`src/rtl/tourn_pkg.sv`:
```
package tourn_pkg;

  // Write strobes handed from control to datapath
  typedef struct packed {
    logic bimUpd;
    logic glbUpd;
    logic choUpd;
    logic choInc;
    logic histShift;
  } upd_t;

  localparam logic [1:0] CNT_RESET = 2'b01;

  function automatic logic [1:0] satStep(input logic [1:0] cnt, input logic up);
    logic [1:0] nxt;
    if (up) nxt = (cnt == 2'd3) ? cnt : cnt + 2'd1;
    else    nxt = (cnt == 2'd0) ? cnt : cnt - 2'd1;
    return nxt;
  endfunction

endpackage

```
`src/rtl/tourn_ctrl.sv`:
```
module tourn_ctrl (
  input  logic            clk,
  input  logic            rstN,
  input  logic            resValid,
  input  logic            resTaken,
  input  logic            resBimPred,
  input  logic            resGlbPred,
  output tourn_pkg::upd_t upd
);
  logic disagree;

  assign disagree = resBimPred ^ resGlbPred;

  always_comb begin
    upd           = '0;
    upd.bimUpd    = resValid;
    upd.glbUpd    = resValid;
    upd.histShift = resValid;
    upd.choUpd    = resValid & disagree;
    upd.choInc    = (resGlbPred == resTaken);
  end

  // chooser left alone when the components agreed
  p_cho_quiet_r5: assert property (@(posedge clk) disable iff (!rstN)
    (resBimPred == resGlbPred) |-> !upd.choUpd);

  // no write strobe without a resolve
  p_idle_r9: assert property (@(posedge clk) disable iff (!rstN)
    !resValid |-> (upd.bimUpd == 1'b0 && upd.glbUpd == 1'b0 && upd.choUpd == 1'b0));

endmodule

```
`src/rtl/tourn_dp.sv`:
```
module tourn_dp #(
  parameter int PC_W   = 8,
  parameter int IDX_W  = 4,
  parameter int HIST_W = 4
) (
  input  logic              clk,
  input  logic              rstN,
  input  tourn_pkg::upd_t   upd,
  input  logic [PC_W-1:0]   fetchPc,
  input  logic [PC_W-1:0]   resPc,
  input  logic              resTaken,
  input  logic [HIST_W-1:0] resHist,
  output logic              predBim,
  output logic              predGlb,
  output logic              predUseGlobal,
  output logic              predTaken,
  output logic [HIST_W-1:0] fetchHist
);
  import tourn_pkg::*;

  localparam int DEPTH = 1 << IDX_W;

  logic [1:0]        bimTbl [DEPTH];
  logic [1:0]        glbTbl [DEPTH];
  logic [1:0]        choTbl [DEPTH];
  logic [HIST_W-1:0] hist;

  logic [IDX_W-1:0] fBIdx, fGIdx, rBIdx, rGIdx;

  assign fBIdx = fetchPc[IDX_W-1:0];
  assign fGIdx = fBIdx ^ IDX_W'(hist);
  assign rBIdx = resPc[IDX_W-1:0];
  assign rGIdx = rBIdx ^ IDX_W'(resHist);

  // Lookup reads the registered state, so a same-cycle write is seen next cycle
  assign predBim       = bimTbl[fBIdx][1];
  assign predGlb       = glbTbl[fGIdx][1];
  assign predUseGlobal = choTbl[fBIdx][1];
  assign predTaken     = predUseGlobal ? predGlb : predBim;
  assign fetchHist     = hist;

  generate
    for (genvar e = 0; e < DEPTH; e++) begin : g_entry
      always_ff @(posedge clk) begin
        if (!rstN) begin
          bimTbl[e] <= CNT_RESET;
          glbTbl[e] <= CNT_RESET;
          choTbl[e] <= CNT_RESET;
        end else begin
          if (upd.bimUpd && rBIdx == IDX_W'(e))
            bimTbl[e] <= satStep(bimTbl[e], resTaken);
          if (upd.glbUpd && rGIdx == IDX_W'(e))
            glbTbl[e] <= satStep(glbTbl[e], resTaken);
          if (upd.choUpd && rBIdx == IDX_W'(e))
            choTbl[e] <= satStep(choTbl[e], upd.choInc);
        end
      end
    end
  endgenerate

  always_ff @(posedge clk) begin
    if (!rstN)              hist <= '0;
    else if (upd.histShift) hist <= {hist[HIST_W-2:0], resTaken};
  end

  // newest outcome lands in bit 0
  p_hist_in_r4: assert property (@(posedge clk) disable iff (!rstN)
    upd.histShift |=> hist[0] == $past(resTaken));

  // a saturated taken counter stays at 3
  p_bim_sat_r2: assert property (@(posedge clk) disable iff (!rstN)
    (upd.bimUpd && resTaken && bimTbl[rBIdx] == 2'd3) |=> bimTbl[$past(rBIdx)] == 2'd3);

  // the history component trains on a taken resolve below saturation
  p_glb_inc_r7: assert property (@(posedge clk) disable iff (!rstN)
    (upd.glbUpd && resTaken && glbTbl[rGIdx] != 2'd3)
      |=> glbTbl[$past(rGIdx)] == $past(glbTbl[rGIdx]) + 2'd1);

  // history holds while nothing resolves
  p_hist_hold_r9: assert property (@(posedge clk) disable iff (!rstN)
    !upd.histShift |=> $stable(hist));

endmodule

```
`src/rtl/tourn_predictor.sv`:
```
module tourn_predictor #(
  parameter int PC_W   = 8,
  parameter int IDX_W  = 4,
  parameter int HIST_W = 4
) (
  input  logic              clk,
  input  logic              rstN,
  input  logic [PC_W-1:0]   fetchPc,
  output logic              predTaken,
  output logic              predUseGlobal,
  output logic              predBim,
  output logic              predGlb,
  output logic [HIST_W-1:0] fetchHist,
  input  logic              resValid,
  input  logic [PC_W-1:0]   resPc,
  input  logic              resTaken,
  input  logic              resBimPred,
  input  logic              resGlbPred,
  input  logic [HIST_W-1:0] resHist
);
  tourn_pkg::upd_t upd;

  tourn_ctrl u_ctrl (
    .clk        (clk),
    .rstN       (rstN),
    .resValid   (resValid),
    .resTaken   (resTaken),
    .resBimPred (resBimPred),
    .resGlbPred (resGlbPred),
    .upd        (upd)
  );

  tourn_dp #(.PC_W(PC_W), .IDX_W(IDX_W), .HIST_W(HIST_W)) u_dp (
    .clk           (clk),
    .rstN          (rstN),
    .upd           (upd),
    .fetchPc       (fetchPc),
    .resPc         (resPc),
    .resTaken      (resTaken),
    .resHist       (resHist),
    .predBim       (predBim),
    .predGlb       (predGlb),
    .predUseGlobal (predUseGlobal),
    .predTaken     (predTaken),
    .fetchHist     (fetchHist)
  );

endmodule

```
`config.mk`:
```
export PLATFORM = sky130hd
export DESIGN_NAME = tourn_predictor
export DESIGN_NICKNAME = d
export VERILOG_FILES = /design/src/rtl/tourn_pkg.sv /design/src/rtl/tourn_ctrl.sv /design/src/rtl/tourn_dp.sv /design/src/rtl/tourn_predictor.sv
export SDC_FILE = /design/constraint.sdc
export NUM_CORES = 1
export LEC_CHECK = 0
export ABC_CLOCK_PERIOD_IN_PS = 3000
export CAP_MARGIN = 20
export CORE_ASPECT_RATIO = 2
export CORE_MARGIN = 3
export CORE_UTILIZATION = 61
export CTS_CLUSTER_DIAMETER = 30
export DETAILED_ROUTE_END_ITERATION = 12
export HOLD_SLACK_MARGIN = 0.08
export PLACE_DENSITY_LB_ADDON = 0.15
export SLEW_MARGIN = 10
export SYNTH_ARGS = -nofsm -noshare
export SYNTH_HDL_FRONTEND = slang
export SYNTH_HIERARCHICAL = 1
export SYNTH_SLANG_ARGS = --single-unit
```
`constraint.sdc`:
```
create_clock -name clk -period 3 [get_ports clk]
set_clock_uncertainty 0.2 [all_clocks]
set_input_delay 0.6 -clock clk [delete_from_list [all_inputs] [get_ports clk]]
set_output_delay 0.6 -clock clk [all_outputs]
set_load 0.05 [all_outputs]
```
==> results of run 1 <==
==> final cells by class <==
class                      count  area, sq um  area share [%]
clock inverter                 7          115            1.54
sequential                   100         2970            39.7
multi-input combinational    452         3270            43.7
timing repair buffer          87          737            9.85
tap                          135          169            2.26
clock buffer                   9          225            3.01
==> where the power goes <==
group | switching [uW] | internal [uW]
Combinational | 338 | 275
Clock | 503 | 812
Sequential | 59.9 | 1570
Total | 901 | 2650
==> registers in the layout, indices dropped and copies added, names as in the netlist <==
name and count:
u_dp/bimTbl 32, u_dp/choTbl 32, u_dp/fetchHist 4, u_dp/glbTbl 32
==> layer usage <==
layer | global-route usage [%] | routed length, um | up-vias
li1 | - | - | 2368
met2 | 55.5 | 9360 | 183
met3 | 4.07 | 621 | 69
met5 | 0 | 0 | -
met1 | 30.7 | 5740 | 2511
met4 | 26.0 | 1630 | 0
==> path summary, 6_finish.rpt <==
kind / startpoint / to / slack, ns / cells past startpoint
max: u_dp/bimTbl[2][1]$_SDFFCE_PN0P_ / predTaken / -0.02 / 6
min: u_dp/fetchHist[3]$_SDFFE_PN0P_ / u_dp/fetchHist[3]$_SDFFE_PN0P_ / 0.39 / 2
max reg2reg: u_dp/choTbl[3][1]$_SDFFCE_PN0P_ / u_dp/choTbl[3][1]$_SDFFCE_PN0P_ / 1.12 / 3
min reg2reg: u_dp/fetchHist[3]$_SDFFE_PN0P_ / u_dp/fetchHist[3]$_SDFFE_PN0P_ / 0.39 / 2
==> logic make-up after synthesis <==
group                     synth area share, %
buffers and inverters                    3.24
xor gates and xnor gates                 15.5
muxes                                    5.93
and+or+nand+nor                          21.7
DFF                                      46.5
AOI/OAI and AO/OA                        7.19
==> tightest hold or removal path, stage by stage, from the launching register on <==
cell	delay (ns)
dfxtp_1	0.35
mux2i_1	0.15
nor2b_1	0.06
==> stage by stage <==
stage	instances	utilization, %	setup WS, ns	hold WS (ns)
4_1_cts	779	73.0	-0.0761	0.373
2_1_floorplan	598	-	-0.0157	0.378
3_3_place_gp	758	69.1	-0.521	0.344
6_report	790	73.7	-0.0209	0.395
5_1_grt	790	73.7	-0.0773	0.423
3_5_place_dp	758	69.1	-0.551	0.372
==> layout by cell type, fill, tap and decap left out, types with 16 or more instances in the layout <==
| cell type | instances |
|---|---|
| nand3_1 | 37 |
| clkdlybuf4s50_1 | 16 |
| edfxtp_1 | 96 |
| nor2_1 | 30 |
| buf_4 | 64 |
| nand2_1 | 34 |
| and3_1 | 67 |
| o41ai_1 | 48 |
| nor3_1 | 80 |
| xnor2_1 | 84 |
| xor2_1 | 22 |
==> what timing repair did <==
item	4_1_cts	5_1_grt
setup buffers	5	13
pin swaps	3	4
gates resized for setup	16	7
setup endpoints to repair	4	3
==> results.yml, run 1 <==
run_status:
  status: "finished with violations"
  violations: "setup timing"
pwr:
  irDropWorstVdd_mv: 0.349
  pwr_density_cell_mw_per_mm2: 475
  p_leak_uw: 0.00250
  total_power_uw: 3560
setup_path:
  cp.arrival_ns: 2.22
  end_kind: "primary output"
  cpMaxStageDelayCell: "edfxtp_1"
  worst-path-max-fanout: 4
  cpLargestDelayFamily: "multiplexers"
  cp_cell_sequence: "mux4_2 -> nor2b_1 -> a211oi_2 -> a21oi_2 -> mux2_4 -> buf_8"
  worst_setup_path_start_kind: "flip-flop"
  max_stage_delay_ns: 0.49
  criticalPathCategory: "flip-flop to primary output"
  required_ns: 2.20
  crit_buf_inv: 1
drt:
  wl_per_cell_um: 22.0
  drt_wl_total_mm: 17.3
  first_iter_violations: 374
  drc: 0
  vias_per_cell: 6.49
  ant_nets: 0
  num_vias: 5131
  firstDrtPassIters: 5
clocking:
  cts_max_level: 3
  cts-hold-fix-buffers: 0
  numClockSinks: 100
  cts-root-buf: "clkbuf_16"
  worstSkewPairLatency_ns: 0.34
  clockBufferDepth: 2
  cts_tree: "yes"
  numCtsBuffers: 9
  clk_pin_slew_worst_paths_ns: 0.07
placement:
  place.gp.congestion: 0.878
  portBuffers: 25
  place_hpwl_mm: 12.7
  detailed_place.area_sq_mm: 0.00702
die:
  fp.coreArea_sq_mm: 0.0101
  start_util_pct: 62.8
  die_h_um: 151
  io_pins: 34
  die_area_sq_mm: 0.0118
  die_w_um: 78.3
  num_rows: 52
timing:
  finalCritPeriodShare_pct: 101
  hold_viol_final: 0
  drv_slew: 0
  tightestPinTransition_ns: 0.588
  rsz0062_at_grt: "yes"
  period_minus_slack_ns: 3.02
  setup_viol: 1
  setup_tns_ns: -0.0209
  slew_headroom_pct: 60.3
  worst_slack_ns: -0.0209
  fmax_mhz: 331
synth:
  ys_ff_latch: 100
  synth_cell_types: 31
  synthTopCellsByArea: "edfxtp_1 45%, xnor2_1 12%, o41ai_1 6.6%, and3_1 6.6%, nor3_1 6.3%"
  synth.most_common_cell: "edfxtp_1"
  ys_seq_area_share_pct: 46.5
  syn_nets: 624
  synth-edff-count: 96
  ys.flop_type: "edfxtp_1"
  synth_top_area_share_pct: 45.2
  syn_area_per_cell_sq_um: 10.7
  synth.largest_area_cell: "edfxtp_1"
  synth_cells: 598
  synthTopCellsByCount: "96 x edfxtp_1, 86 x xnor2_1, 80 x nor3_1"
  yosys_warnings: 6
  synth.cell_area_sq_mm: 0.00637
  synthArstFlopShare_pct: 0
global_routing:
  grt_max_degree: 64
  overflow: 0
  grt_pass1_wl_mm: 27.3
  grt.total_usage_pct: 30.8
  grt_pass1_vias: 5296
  antenna_found_initial: 0
finish:
  area_growth_pct: 17.4
  fillCellCount: 764
  drive_above_1_share_pct: 16.5
  nets: 676
  diodes: 0
  stdcell_area_sq_mm: 0.00748
job:
  maxCapViolCount: 0
worst_hold_path:
  min-delay-path-class: "flip-flop to flip-flop"
Power figures use the tool's default switching activity.
==> run 2, diff against run 1 <==
--- a/config.mk
+++ b/config.mk
@@ -5,11 +5,11 @@
 export SDC_FILE = /design/constraint.sdc
 export NUM_CORES = 1
 export LEC_CHECK = 0
-export ABC_CLOCK_PERIOD_IN_PS = 3000
+export ABC_CLOCK_PERIOD_IN_PS = 3600
 export CAP_MARGIN = 20
 export CORE_ASPECT_RATIO = 2
 export CORE_MARGIN = 3
-export CORE_UTILIZATION = 61
+export CORE_UTILIZATION = 66
 export CTS_CLUSTER_DIAMETER = 30
 export DETAILED_ROUTE_END_ITERATION = 12
 export HOLD_SLACK_MARGIN = 0.08
==> constraint.sdc (replaced) <==
create_clock -name clk -period 3.6 [get_ports clk]
set_clock_uncertainty 0.2 [all_clocks]
set_input_delay 0.72 -clock clk [delete_from_list [all_inputs] [get_ports clk]]
set_output_delay 0.72 -clock clk [all_outputs]
set_load 0.01 [all_outputs]
==> results.yml, run 2 (same netlist as run 1, synthesis figures left out) <==
die:
  start_util_pct: 67.9
  die_w_um: 75.5
  fp.coreArea_sq_mm: 0.00938
  die_area_sq_mm: 0.0109
  io_pins: 34
  die_h_um: 145
  num_rows: 50
timing:
  slew_headroom_pct: 54.8
  hold_viol_final: 0
  fmax_mhz: 282
  rsz0062_at_grt: "no"
  period_minus_slack_ns: 3.55
  finalCritPeriodShare_pct: 98.5
  setup_viol: 0
  drv_slew: 0
  worst_hold_slack_ns: 0.374
  tightestPinTransition_ns: 0.678
drt:
  num_vias: 5013
  drc: 0
  vias_per_cell: 6.86
  drt_wl_total_mm: 16.2
  ant_nets: 0
  wl_per_cell_um: 22.2
  firstDrtPassIters: 5
  first_iter_violations: 372
finish:
  drive_above_1_share_pct: 10.0
  mostFrequentLayoutCells: "96 x edfxtp_1, 85 x xnor2_1, 80 x nor3_1"
  area_growth_pct: 11.3
  diodes: 0
  stdcell_area_sq_mm: 0.00709
  layout_commonest_cell: "edfxtp_1"
  nets: 648
  largestRegisters: "u_dp/bimTbl (32), u_dp/choTbl (32), u_dp/glbTbl (32)"
  fillCellCount: 638
clocking:
  cts_tree: "yes"
  worstSkewPairLatency_ns: 0.34
  clockBufferDepth: 2
  cts_max_level: 3
  clk_pin_slew_worst_paths_ns: 0.06
  numClockSinks: 100
  cts-root-buf: "clkbuf_16"
  numCtsBuffers: 9
  cts-hold-fix-buffers: 0
pwr:
  p_switching_uw: 691
  switching_share_pct: 25.9
  internal-power_uw: 1980
  pwr_density_cell_mw_per_mm2: 376
  p_leak_uw: 0.00232
  comb_power_share_pct: 16.7
  irDropWorstVdd_mv: 0.338
  pwr-share-seq_pct: 50.8
  pwr-share-clk_pct: 32.5
setup_path:
  criticalPathCategory: "input pin to primary output"
  rr_startpoint: "u_dp/bimTbl[8][1]$_SDFFCE_PN0P_"
  crit_end: "predUseGlobal"
  cpMaxStageDelayCell: "mux4_2"
  cpLargestDelayFamily: "buffers and inverters"
  worst-path-max-fanout: 8
  ff2ff_path_depth: 2
  worst_setup_path_start_kind: "input pin"
  cp.arrival_ns: 2.63
  cp_cell_sequence: "clkdlybuf4s15_2 -> buf_12 -> mux4_2 -> nor2b_1 -> a211oi_2 -> a21oi_2 -> buf_4 -> clkdlybuf4s50_1"
  crit_start: "fetchPc[1]"
  cp_num_cells: 8
  required_ns: 2.68
  max_stage_delay_ns: 0.48
  r2r-end: "u_dp/bimTbl[8][1]$_SDFFCE_PN0P_"
  r2r_setup_slack_ns: 1.75
  end_kind: "primary output"
  crit_buf_inv: 4
run_status:
  status: "finished, final reports clean"
placement:
  place_hpwl_mm: 11.9
  detailed_place.area_sq_mm: 0.00683
  portBuffers: 25
  place.gp.congestion: 0.935
global_routing:
  grt_pass1_wl_mm: 25.6
  overflow: 0
  grt_max_degree: 49
  antenna_found_initial: 0
  grt.total_usage_pct: 31.0
  grt_pass1_vias: 4976
job:
  maxCapViolCount: 0
worst_hold_path:
  min-delay-path-class: "flip-flop to flip-flop"
==> run 2: power by group through the flow <==
stage                     combinational (uW)  clock (uW)  sequential [uW]
after detailed placement                 437           0             1380
after global routing                     479         919             1360
final                                    444         867             1360
after floorplan                          303           0             1360
after global placement                   418           0             1380
after CTS                                437         878             1350
==> run 2: final cells by class <==
class | instances | area (sq um) | share of cell area (%)
Clock buffer | 14 | 244 | 3.44
Clock inverter | 2 | 11.3 | 0.159
Multi-Input combinational cell | 452 | 3230 | 45.5
Sequential cell | 100 | 2960 | 41.8
Tap cell | 104 | 130 | 1.83
Timing Repair Buffer | 59 | 518 | 7.30
==> run 2: how the worst min path moves through the flow <==
stage,start,endpoint,slack (ns),cells after the start
after floorplan,u_dp/fetchHist[3]$_SDFFE_PN0P_,u_dp/fetchHist[3]$_SDFFE_PN0P_,0.36,2
after global placement,u_dp/fetchHist[3]$_SDFFE_PN0P_,u_dp/fetchHist[3]$_SDFFE_PN0P_,0.36,2
after detailed placement,u_dp/fetchHist[3]$_SDFFE_PN0P_,u_dp/fetchHist[3]$_SDFFE_PN0P_,0.36,2
after CTS,u_dp/fetchHist[3]$_SDFFE_PN0P_,u_dp/fetchHist[3]$_SDFFE_PN0P_,0.37,2
after global routing,u_dp/fetchHist[3]$_SDFFE_PN0P_,u_dp/fetchHist[3]$_SDFFE_PN0P_,0.43,2
final,u_dp/fetchHist[3]$_SDFFE_PN0P_,u_dp/fetchHist[3]$_SDFFE_PN0P_,0.37,2
==> run 2: what timing repair did <==
item / CTS / global route
setup endpoints to repair: 4 / 3
buffers inserted: 0 / 0
hold endpoints to repair: 0 / 0
gates resized for setup: 8 / 8
pin swaps: 0 / 1
==> run 2: stage by stage <==
step | utilization [%] | total power (uW) | setup slack (ns) | std cells | setup TNS [ns]
CTS | 75.4 | 2670 | 0.0119 | 731 | 0
global placement | 72.7 | 1790 | -0.443 | 715 | -1.22
detailed placement | 72.7 | 1810 | -0.510 | 715 | -1.41
finish | 75.6 | 2670 | 0.0536 | 731 | 0
global route | 75.6 | 2750 | 0.0118 | 731 | 0
floorplan | - | 1660 | 0.463 | 598 | 0
==> run 2: tightest hold or removal path: cells and delay by family, from the launching register on <==
family	cells	cell delay (ns)
DFF	1	0.34
muxes	1	0.13
and+or+nand+nor	1	0.06
==> run 2: metal layers <==
| metal | global-route usage [%] | share of wire [%] | wire (um) | vias up |
|---|---|---|---|---|
| met1 | 33.9 | 34 | 5470 | 2439 |
| li1 | - | - | - | 2310 |
| met2 | 53.2 | 54 | 8800 | 199 |
| met4 | 18.8 | 7.4 | 1200 | 0 |
| met5 | 0 | 0 | 0 | - |
| met3 | 4.85 | 4.7 | 763 | 65 |
==> run 3, diff against run 2 <==
--- a/config.mk
+++ b/config.mk
@@ -5,15 +5,16 @@
 export SDC_FILE = /design/constraint.sdc
 export NUM_CORES = 1
 export LEC_CHECK = 0
-export ABC_CLOCK_PERIOD_IN_PS = 3600
+export ABC_CLOCK_PERIOD_IN_PS = 3000
 export CAP_MARGIN = 20
 export CORE_ASPECT_RATIO = 2
 export CORE_MARGIN = 3
-export CORE_UTILIZATION = 66
+export CORE_UTILIZATION = 55
 export CTS_CLUSTER_DIAMETER = 30
 export DETAILED_ROUTE_END_ITERATION = 12
 export HOLD_SLACK_MARGIN = 0.08
 export PLACE_DENSITY_LB_ADDON = 0.15
+export SKIP_LAST_GASP = 1
 export SLEW_MARGIN = 10
 export SYNTH_ARGS = -nofsm -noshare
 export SYNTH_HDL_FRONTEND = slang
==> constraint.sdc (replaced) <==
create_clock -name clk -period 3 [get_ports clk]
set_clock_uncertainty 0.2 [all_clocks]
set_input_delay 0.6 -clock clk [delete_from_list [all_inputs] [get_ports clk]]
set_output_delay 0.6 -clock clk [all_outputs]
set_load 0.01 [all_outputs]
==> results.yml, run 3 (same netlist as run 1, synthesis figures left out) <==
timing:
  rsz0062_at_grt: "yes"
  drv_slew: 0
  setup_viol: 0
  hold_viol_final: 0
  fmax_mhz: 336
  worst_hold_slack_ns: 0.389
  finalCritPeriodShare_pct: 99.1
  worst_slack_ns: 0.0281
  tightestPinTransition_ns: 0.544
  slew_headroom_pct: 63.3
  period_minus_slack_ns: 2.97
die:
  die_area_sq_mm: 0.0130
  die_h_um: 158
  die_w_um: 82.1
  fp.coreArea_sq_mm: 0.0113
  num_rows: 55
  io_pins: 34
  start_util_pct: 56.5
setup_path:
  cpLargestDelayFamily: "multiplexers"
  worst_setup_path_start_kind: "input pin"
  cpMaxStageDelayCell: "mux4_2"
  cp.arrival_ns: 2.17
  crit_buf_inv: 3
  max_stage_delay_ns: 0.49
  worst-path-max-fanout: 5
  criticalPathCategory: "input pin to primary output"
  cp_cell_sequence: "buf_12 -> xor2_2 -> buf_4 -> mux4_2 -> nand3_1 -> nand3_2 -> mux2_4 -> buf_6"
  end_kind: "primary output"
  required_ns: 2.20
clocking:
  clk_pin_slew_worst_paths_ns: 0.06
  cts-root-buf: "clkbuf_16"
  numClockSinks: 100
  cts_max_level: 3
  numCtsBuffers: 9
  clockBufferDepth: 2
  worstSkewPairLatency_ns: 0.34
  cts_tree: "yes"
run_status:
  status: "finished, final reports clean"
finish:
  largestRegisters: "u_dp/bimTbl (32), u_dp/choTbl (32), u_dp/glbTbl (32)"
  nets: 674
  layout_commonest_cell: "edfxtp_1"
  mostFrequentLayoutCells: "96 x edfxtp_1, 84 x xnor2_1, 80 x nor3_1"
  drive_above_1_share_pct: 16.2
  area_growth_pct: 17.6
  diodes: 0
global_routing:
  grt.total_usage_pct: 28.9
  antenna_found_initial: 0
  grt_max_degree: 98
  overflow: 0
  grt_pass1_vias: 5235
  grt_pass1_wl_mm: 27.7
drt:
  vias_per_cell: 6.38
  wl_per_cell_um: 22.1
  num_vias: 5074
  drt_wl_total_mm: 17.5
  ant_nets: 0
  first_iter_violations: 343
  firstDrtPassIters: 5
  drc: 0
worst_hold_path:
  min-delay-path-class: "flip-flop to flip-flop"
pwr:
  p_leak_uw: 0.00248
  irDropWorstVdd_mv: 0.366
  total_power_uw: 3370
  pwr_density_cell_mw_per_mm2: 450
job:
  maxCapViolCount: 0
placement:
  place_hpwl_mm: 13.0
  portBuffers: 25
  dp_slack_ns: -1.01
  place.gp.congestion: 0.863
run 3: cell types whose count changed in the layout (fill, tap and decap cells not counted), sizes merged:
| cell | before | now |
|---|---|---|
| buf | 36 | 65 |
| clkbuf | 15 | 11 |
| clkdlybuf4s15 | 1 | 4 |
| dlygate4sd2 | 3 | 0 |
| clkinv | 1 | 3 |
| bufinv | 0 | 1 |
| clkdlybuf4s50 | 17 | 16 |
| dlymetal6s2s | 1 | 0 |
run 3: tightest hold or removal path, delay by kind of cell (launching register included):
family,cells,cell delay (ns)
AND/OR/NAND/NOR,1,0.06
multiplexers,1,0.14
flip-flops,1,0.35
run 3: final timing paths:
path	slack, ns	endpoint	startpoint	cells past startpoint
worst max-delay path	0.03	predTaken	fetchPc[1]	8
worst min-delay path	0.39	u_dp/fetchHist[3]$_SDFFE_PN0P_	u_dp/fetchHist[3]$_SDFFE_PN0P_	2
worst max register to register	1.10	u_dp/bimTbl[8][0]$_SDFFCE_PN1P_	u_dp/bimTbl[8][1]$_SDFFCE_PN0P_	3
worst min register to register	0.39	u_dp/fetchHist[3]$_SDFFE_PN0P_	u_dp/fetchHist[3]$_SDFFE_PN0P_	2
run 3: per-stage QoR:
step	TNS [ns]	cell area, sq um	cells	util [%]
CTS	-0.0151	7400	793	65.6
global placement	-3.00	7100	776	62.9
detailed placement	-3.45	7100	776	62.9
floorplan	0	6370	598	-
finish	0	7500	795	66.4
global route	-0.00817	7500	795	66.4
run 3: cell type report:
cell class	count	area, sq um
clock inverter	5	52.6
sequential	100	2970
multi-input combinational	452	3270
tap	142	178
fill	904	3790
clock buffer	11	233
timing repair buffer	85	793
run 3: repair_timing:
| action | in CTS | in global routing |
|---|---|---|
| endpoints found under the setup margin | 4 | 4 |
| resized for setup | 35 | 18 |
| setup buffers | 1 | 2 |
| hold buffers | 0 | 0 |
| pin swaps | 8 | 5 |
run 3: report_power, final:
part / leakage [uW] / internal [uW] / total (uW) / switching [uW]
sequential: 0.000861 / 1570 / 1620 / 57.0
clock: 0.000139 / 644 / 1150 / 506
combinational: 0.00148 / 282 / 598 / 316
run 3: per-layer routing:
layer,vias up,wire [um],GRT usage (%)
li1,2352,-,-
met1,2529,6140,30.1
met5,-,0,0
met3,57,574,3.53
met2,136,9360,50.9
met4,0,1460,22.2
